$ cat src/rtl/die_pkg.sv
package die_pkg;
    localparam int RND_W  = 16;
    localparam int FACE_W = 8;

    typedef enum logic [1:0] {
        DIE_D4  = 2'b00,
        DIE_D6  = 2'b01,
        DIE_D8  = 2'b10,
        DIE_D20 = 2'b11
    } die_kind_e;

    typedef struct packed {
        logic              roll_prev;
        logic [FACE_W-1:0] face;
    } roller_state_t;

    function automatic logic [FACE_W-1:0] sides_of(input die_kind_e kind);
        case (kind)
            DIE_D4:  sides_of = FACE_W'(4);
            DIE_D6:  sides_of = FACE_W'(6);
            DIE_D8:  sides_of = FACE_W'(8);
            default: sides_of = FACE_W'(20);
        endcase
    endfunction
endpackage

$ cat src/rtl/die_lfsr.sv
module die_lfsr #(
    parameter int             W    = 16,
    parameter logic [W-1:0]   SEED = 16'hACE1,
    parameter logic [W-1:0]   TAPS = 16'hD008
) (
    input  logic         clk,
    input  logic         rst_n,
    output logic [W-1:0] rnd
);
    logic [W-1:0] state_d, state_q;

    always_comb begin
        state_d = {state_q[W-2:0], ^(state_q & TAPS)};
    end

    always_ff @(posedge clk or negedge rst_n) begin
        if (!rst_n) state_q <= SEED;
        else        state_q <= state_d;
    end

    assign rnd = state_q;

    p_nonzero_r7: assert property (@(posedge clk) disable iff (!rst_n)
        state_q != '0)
        else $error("random source reached zero");

    p_advance_r7: assert property (@(posedge clk) disable iff (!rst_n)
        $past(rst_n) |-> state_q != $past(state_q))
        else $error("random source did not advance");
endmodule

$ cat src/rtl/die_reduce.sv
module die_reduce
    import die_pkg::*;
(
    input  die_kind_e          kind,
    input  logic [RND_W-1:0]   rnd,
    output logic [FACE_W-1:0]  value
);
    logic [RND_W-1:0] rem;

    always_comb begin
        case (kind)
            DIE_D4:  rem = rnd % RND_W'(4);
            DIE_D6:  rem = rnd % RND_W'(6);
            DIE_D8:  rem = rnd % RND_W'(8);
            default: rem = rnd % RND_W'(20);
        endcase
        value = FACE_W'(rem) + FACE_W'(1);
    end

    always_comb begin
        p_span_r5: assert (value >= FACE_W'(1) && value <= sides_of(kind))
            else $error("reduced value outside 1..N");
    end
endmodule

$ cat src/rtl/die_trigger.sv
module die_trigger (
    input  logic clk,
    input  logic rst_n,
    input  logic req,
    output logic rise
);
    logic prev_d, prev_q;

    always_comb begin
        prev_d = req;
        rise   = req & ~prev_q;
    end

    always_ff @(posedge clk or negedge rst_n) begin
        if (!rst_n) prev_q <= 1'b0;
        else        prev_q <= prev_d;
    end

    p_single_r3: assert property (@(posedge clk) disable iff (!rst_n)
        rise |=> !rise)
        else $error("two roll triggers in a row");
endmodule

$ cat src/rtl/poly_die_roller.sv
module poly_die_roller
    import die_pkg::*;
#(
    parameter logic [RND_W-1:0] SEED = 16'hACE1
) (
    input  logic              clk,
    input  logic              rst_n,
    input  logic [1:0]        die_sel,
    input  logic              roll_req,
    output logic [FACE_W-1:0] face
);
    logic [RND_W-1:0]  rnd;
    logic [FACE_W-1:0] reduced;
    logic              rise;
    die_kind_e         kind;
    logic [FACE_W-1:0] face_d, face_q;

    assign kind = die_kind_e'(die_sel);

    die_lfsr #(.W(RND_W), .SEED(SEED), .TAPS(16'hD008)) u_src (
        .clk   (clk),
        .rst_n (rst_n),
        .rnd   (rnd)
    );

    die_trigger u_trig (
        .clk   (clk),
        .rst_n (rst_n),
        .req   (roll_req),
        .rise  (rise)
    );

    die_reduce u_red (
        .kind  (kind),
        .rnd   (rnd),
        .value (reduced)
    );

    always_comb begin
        face_d = rise ? reduced : face_q;
    end

    always_ff @(posedge clk or negedge rst_n) begin
        if (!rst_n) face_q <= '0;
        else        face_q <= face_d;
    end

    assign face = face_q;

    p_hold_r4: assert property (@(posedge clk) disable iff (!rst_n)
        ($past(rst_n) && !$past(rise)) |-> $stable(face_q))
        else $error("face changed without a roll");

    p_range_r5: assert property (@(posedge clk) disable iff (!rst_n)
        ($past(rst_n) && $past(rise)) |->
            (face_q >= 1 && face_q <= sides_of(die_kind_e'($past(die_sel)))))
        else $error("rolled face out of range");
endmodule

$ cat config.mk
export PLATFORM = sky130hd
export DESIGN_NAME = poly_die_roller
export DESIGN_NICKNAME = d
export VERILOG_FILES = /design/src/rtl/die_pkg.sv /design/src/rtl/die_lfsr.sv /design/src/rtl/die_reduce.sv /design/src/rtl/die_trigger.sv /design/src/rtl/poly_die_roller.sv
export SDC_FILE = /design/constraint.sdc
export NUM_CORES = 1
export LEC_CHECK = 0
export ABC_AREA = 1
export BUFFER_PORTS_ARGS = -buffer_cell sky130_fd_sc_hd__buf_4
export CAP_MARGIN = 20
export CORE_AREA = 10 10 118 120
export CTS_CLUSTER_SIZE = 40
export DETAILED_ROUTE_END_ITERATION = 10
export DIE_AREA = 0 0 128 130
export HOLD_SLACK_MARGIN = 0.1
export PLACE_DENSITY_LB_ADDON = 0.3
export SLEW_MARGIN = 10
export SYNTH_ARGS = -nofsm -noshare
export SYNTH_HDL_FRONTEND = slang
export SYNTH_SLANG_ARGS = --single-unit
$ cat constraint.sdc
create_clock -name clk -period 18.1 [get_ports clk]
set_clock_uncertainty 0.2 [all_clocks]
set_input_delay 1.81 -clock clk [delete_from_list [all_inputs] [get_ports clk]]
set_output_delay 1.81 -clock clk [all_outputs]
set_load 0.005 [all_outputs]
# ---- After elaboration in Yosys (flattened, before gate mapping)
# Cells that the tools add are included.
dict set report word_totals {
  elab_cells 13
  regBits 25
}
dict set report op_classes {
  mux 1
  reduce_logical 2
  bitwise_logic 2
  div 2
  addsub 1
  n_eq_ne 2
}
# op n
set ops {}
lappend ops {{one-hot mux 8 bit (3 select lines)} 1}
lappend ops {{modulo 16 x 3 -> 16 bit (second input constant)} 1}
lappend ops {{modulo 16 x 5 -> 16 bit (second input constant)} 1}
lappend ops {{parity 16 bit} 1}
lappend ops {{adder 8 x 1 -> 8 bit (second input constant)} 1}
lappend ops {{== test 2 x 1 -> 1 bit (second input constant)} 1}
lappend ops {{== test 2 bit (second input constant)} 1}
lappend ops {{zero test 2 bit} 1}
lappend ops {{AND 1 bit} 1}
lappend ops {{inverter 1 bit} 1}

# ---- Logic depth before layout (Yosys ltp)
dict set report logic_depth {
  word_depth 3
  mapped_depth 123
  depth_no_buf 116
}

# ---- Cells and area by module
# Synthesis repeated with hierarchy kept, for this count alone.
dict set report unflattened {
  hier_cells 1002
  hier_area_um2 5888.1
}
# module area_each_um2 n_inst cells_each
set modules_own_cells {}
lappend modules_own_cells {die_reduce 4953.5 1 917}
lappend modules_own_cells {die_lfsr 594.3 1 48}
lappend modules_own_cells {poly_die_roller 305.3 1 34}
lappend modules_own_cells {die_trigger 35.0 1 3}

# ---- Worst setup path before layout
# Ideal clock, no wire load.
dict set report synth_timing {
  kind {input to register}
  from {in die_sel[0]}
  to {reg face_q[6] (netlist: face[6])}
  setup_slack_ns 2.029
  path_buffers 7
  cell_stages 117
  required_time_ns 17.783
  arrival_time_ns 15.754
  cell_sequence {buf_4 -> inv_4 -> nor2_8 -> inv_2 -> ha_1 -> inv_1 -> nand2_1 -> nand3_2 -> nand2_2 -> nand3_2 -> a21oi_1 -> ha_1 -> nand2_2 -> nand2_2 -> nand2_1 -> xnor2_1 -> inv_1 -> ha_1 -> [81 not listed] -> nand2_1 -> xor2_1 -> inv_1 -> ha_1 -> inv_1 -> nor2_1 -> nand2_1 -> nand3_4 -> nand2_1 -> nand2_1 -> nand2_1 -> inv_1 -> ha_1 -> inv_1 -> nor2_1 -> nand3_1 -> nand3_1 -> nand2_1}
}
dict set report synth_via {
  elab_chain_len 3
  elab_cells_between_ends 5
  cone_classes {add/sub: 1; eq/ne: 2; mux: 1; reduce/logical: 1}
}
# item line_no
set synth_lines {}
lappend synth_lines {{start: declaration} poly_die_roller.sv:8} ;# input logic [1:0] die_sel,
lappend synth_lines {{== test 2 bit (tied with other cells)} die_reduce.sv:11} ;# case (kind)
lappend synth_lines {{one-hot mux 8 bit (3 select lines) (*)} die_reduce.sv:11}
lappend synth_lines {{adder 8 x 1 -> 8 bit (*)} die_reduce.sv:17} ;# value = FACE_W'(rem) + FACE_W'(1);
lappend synth_lines {{end signal: assignment} poly_die_roller.sv:44} ;# if (!rst_n) face_q <= '0;
lappend synth_lines {{end signal: assignment} poly_die_roller.sv:45} ;# else face_q <= face_d;
lappend synth_lines {{end: declaration} poly_die_roller.sv:16} ;# logic [FACE_W-1:0] face_d, face_q;
# Every way passes the cells marked *; elsewhere a longest branch is shown, timed or not.
# A chain may end at the register's enable or synchronous reset.

# ---- Worst setup path in the final report
# Same ends and word-level chain as after synthesis.

==> impl_metrics.yaml <==
run_status:
  status: "finished, final reports clean"
synth:
  syn_area_um2: 6191
  synth_ff_type: "dfrtp_1"
  syn_inst: 1100
  yosysUniqueCellTypes: 44
  async_flop_share_pct: 100.0
  synth_edf_count: 0
  syn_area_per_cell_um2: 5.628
  yosys.area.top_type: "nand2_1"
  synth_warnings: 0
  ys_top_cells_by_count: "nand2_1, inv_1, nand3_1"
  yosysMostFrequentCell: "nand2_1"
  synth_nets: 1133
  seq_area_frac_synth_pct: 10.27
  synth-seq-cells: 25
  yosys.area.top_type_share_pct: 20.55
  netlist_top_cells_area: "nand2_1, nand3_1, inv_1"
worst_hold_path:
  holdPathEnd: "u_src.rnd[7]"
  holdPathStages: 0
  min-delay-start: "u_src.rnd[6]"
  min_path_type: "flop to flop"
timing:
  setup_tns_ns: 0
  worst_pin_slew_ns: 0.5123
  hold_viol_final: 0
  finalCritPeriodShare_pct: 91.15
  finalMaxSlewViolations: 0
  setup_violations: 0
  fin_crit_ns: 16.50
  slew_headroom_pct: 65.72
  max_freq_mhz: 60.61
critical_path:
  rr_endpoint: "face[6]"
  rr_startpoint: "u_src.rnd[14]"
  r2r_cells: 110
  end_kind: "flop"
  r2r_slack_ns: 3.11
  setup.worst_path.class: "primary input to flop"
  cp_slowest_cell: "ha_2"
  start_kind: "primary input"
  crit_top_cell: "inv_1"
  crit_fanout: 15
  crit_arrival_ns: 16.46
  crit_required_ns: 18.06
  critPathMaxStageDelay_ns: 0.39
placement:
  place_congestion: 0.9212
  portBuffers: 12
  dp_hpwl_um: 12200
  dp.cells: 1241
final_layout:
  antennaDiodeCount: 0
  syn_to_final_growth_pct: 7.417
  stdcell_count: 1263
  fin_nets: 1150
  n_fill_cell: 1191
  drive_gt1_share_pct: 18.91
grt:
  overflow: 0
  grt_pass1_vias: 6108
  antenna_found_initial: 0
  grt_pass1_wl_um: 26610
  grt_usage_pct: 17.96
  grt_max_degree: 26
clock_network:
  cts_buffers: 3
  clk_latency_ns: 0.26
  path_clk_slew_ns: 0.07
  cts-root-buf: "clkbuf_16"
  cts_tree: "built"
  cts_htree_levels: 1
  cts_sinks: 25
  cts_max_path_buffers: 2
floorplanning:
  dieArea_um2: 16640
  core-area_um2: 11710
  rows: 40
  die_w_um: 128
  io-pin-count: 13
  start_util_pct: 52.86
  die_h_um: 130
routing:
  drtIter0Drc: 473
  maxUsedRoutingLayer: "met4"
  vias: 6595
  wl_met1_um: 7241
  ant_nets: 0
  drc: 0
  wl_met3_um: 592
  route.met2.wl_um: 7138
  wl_per_cell_um: 11.94
  drtPass1Iterations: 7
  vias_per_cell: 5.222
  finalWirelength_um: 15080
power_and_ir_drop:
  ir_drop_uv: 44.22
  leakagePower_nw: 4.153
  pwr_density_cell_nw_per_um2: 19.69
run:
  maxCapViolations: 0
[report_power, final]
part	internal (mW)	leakage, nW	total [mW]	switching (mW)
clock network	0.0300	0.0371	0.0506	0.0206
logic	0.00767	3.80	0.0235	0.0158
registers	0.0565	0.314	0.0568	0.000275
total	0.0942	4.15	0.131	0.0367
[cell usage in the layout, fill, tap and decap left out, types with 5 or more instances in the layout]
cell / synthesis / final
nand3b_1: 11 / 11
nand2_1: 339 / 338
dfstp_2: 8 / 8
a21oi_1: 22 / 21
nand4_1: 44 / 44
inv_1: 171 / 171
xnor2_1: 5 / 5
nor2_4: 7 / 10
nor2_1: 100 / 99
dfrtp_1: 17 / 17
inv_2: 15 / 14
clkinv_1: 5 / 5
nand2_2: 51 / 52
buf_4: 2 / 31
nand3_1: 132 / 132
nand3_4: 5 / 5
ha_1: 28 / 23
xor2_1: 10 / 9
nand2_4: 12 / 12
nand3_2: 32 / 32
nor2_2: 18 / 16
o21ai_0: 13 / 13
[how the worst max path moves through the flow]
stage,start,endpoint,slack [ns],cells after the start
2_1_floorplan,die_sel[0],face[6],2.03,117
3_3_place_gp,die_sel[0],face[6],1.26,109
3_5_place_dp,die_sel[0],face[6],0.68,110
4_1_cts,die_sel[0],face[6],0.86,110
5_1_grt,die_sel[0],face[6],-0.06,115
6_report,die_sel[0],face[6],1.60,114
[area by class of cell]
| cell class | instances | area, um^2 | area share [%] |
|---|---|---|---|
| clock inverter | 1 | 7.507 | 0.1129 |
| multi-input combinational | 864 | 4790 | 72.02 |
| clock buffer | 3 | 75.07 | 1.129 |
| timing repair buffer | 31 | 232.7 | 3.500 |
| sequential | 25 | 635.6 | 9.558 |
| inverter | 192 | 725.7 | 10.91 |
| tap | 147 | 183.9 | 2.766 |
[per-stage QoR]
step           hold WS, ns  cell area [um^2]  power, mW  utilization (%)  worst slack [ns]
6_report            0.1820              6650     0.1309            56.78             1.601
5_1_grt             0.1877              6650     0.1370            56.78          -0.05811
4_1_cts             0.1817              6431     0.1310            54.91            0.8568
3_5_place_dp        0.1676              6349    0.08040            54.21            0.6769
3_3_place_gp        0.1714              6349    0.08014            54.21             1.256
2_1_floorplan       0.1600              6191    0.07442                -             2.029
[per-layer routing]
metal	vias up	GRT usage, %
li1	3526	-
met1	2920	24.10
met2	136	31.60
met3	13	1.501
met4	0	1.722
met5	-	0
[worst max-delay path, delay by kind of cell]
family	cells	cell delay, ns
xor+xnor	7	1.14
buf+inv	25	1.91
compound gates	5	0.67
simple gates	64	7.11
fa+ha+maj	13	3.79
[cells by family (layout without fill, tap and decap cells)]
family,after synthesis,after routing,share of synthesized area [%]
AND/OR/NAND/NOR,768,768,63.34
buffers and inverters,211,227,13.68
XOR/XNOR,15,15,2.122
flip-flops,25,25,10.27
AO/OA/AOI/OAI,53,53,4.932
adder cells (fa/ha/maj),28,28,5.659
[flip-flops by register name, indices dropped and copies added, names as in the netlist]
signal,count
u_trig.prev_q,1
face,8
u_src.rnd,16
[timing repair]
action | 4_1_cts | 5_1_grt
gates resized for setup | 0 | 18
setup buffers | 0 | 18
hold buffers | 0 | 0
endpoints found under the setup margin | 0 | 7
No activity file was read; power rests on OpenSTA's default activity.
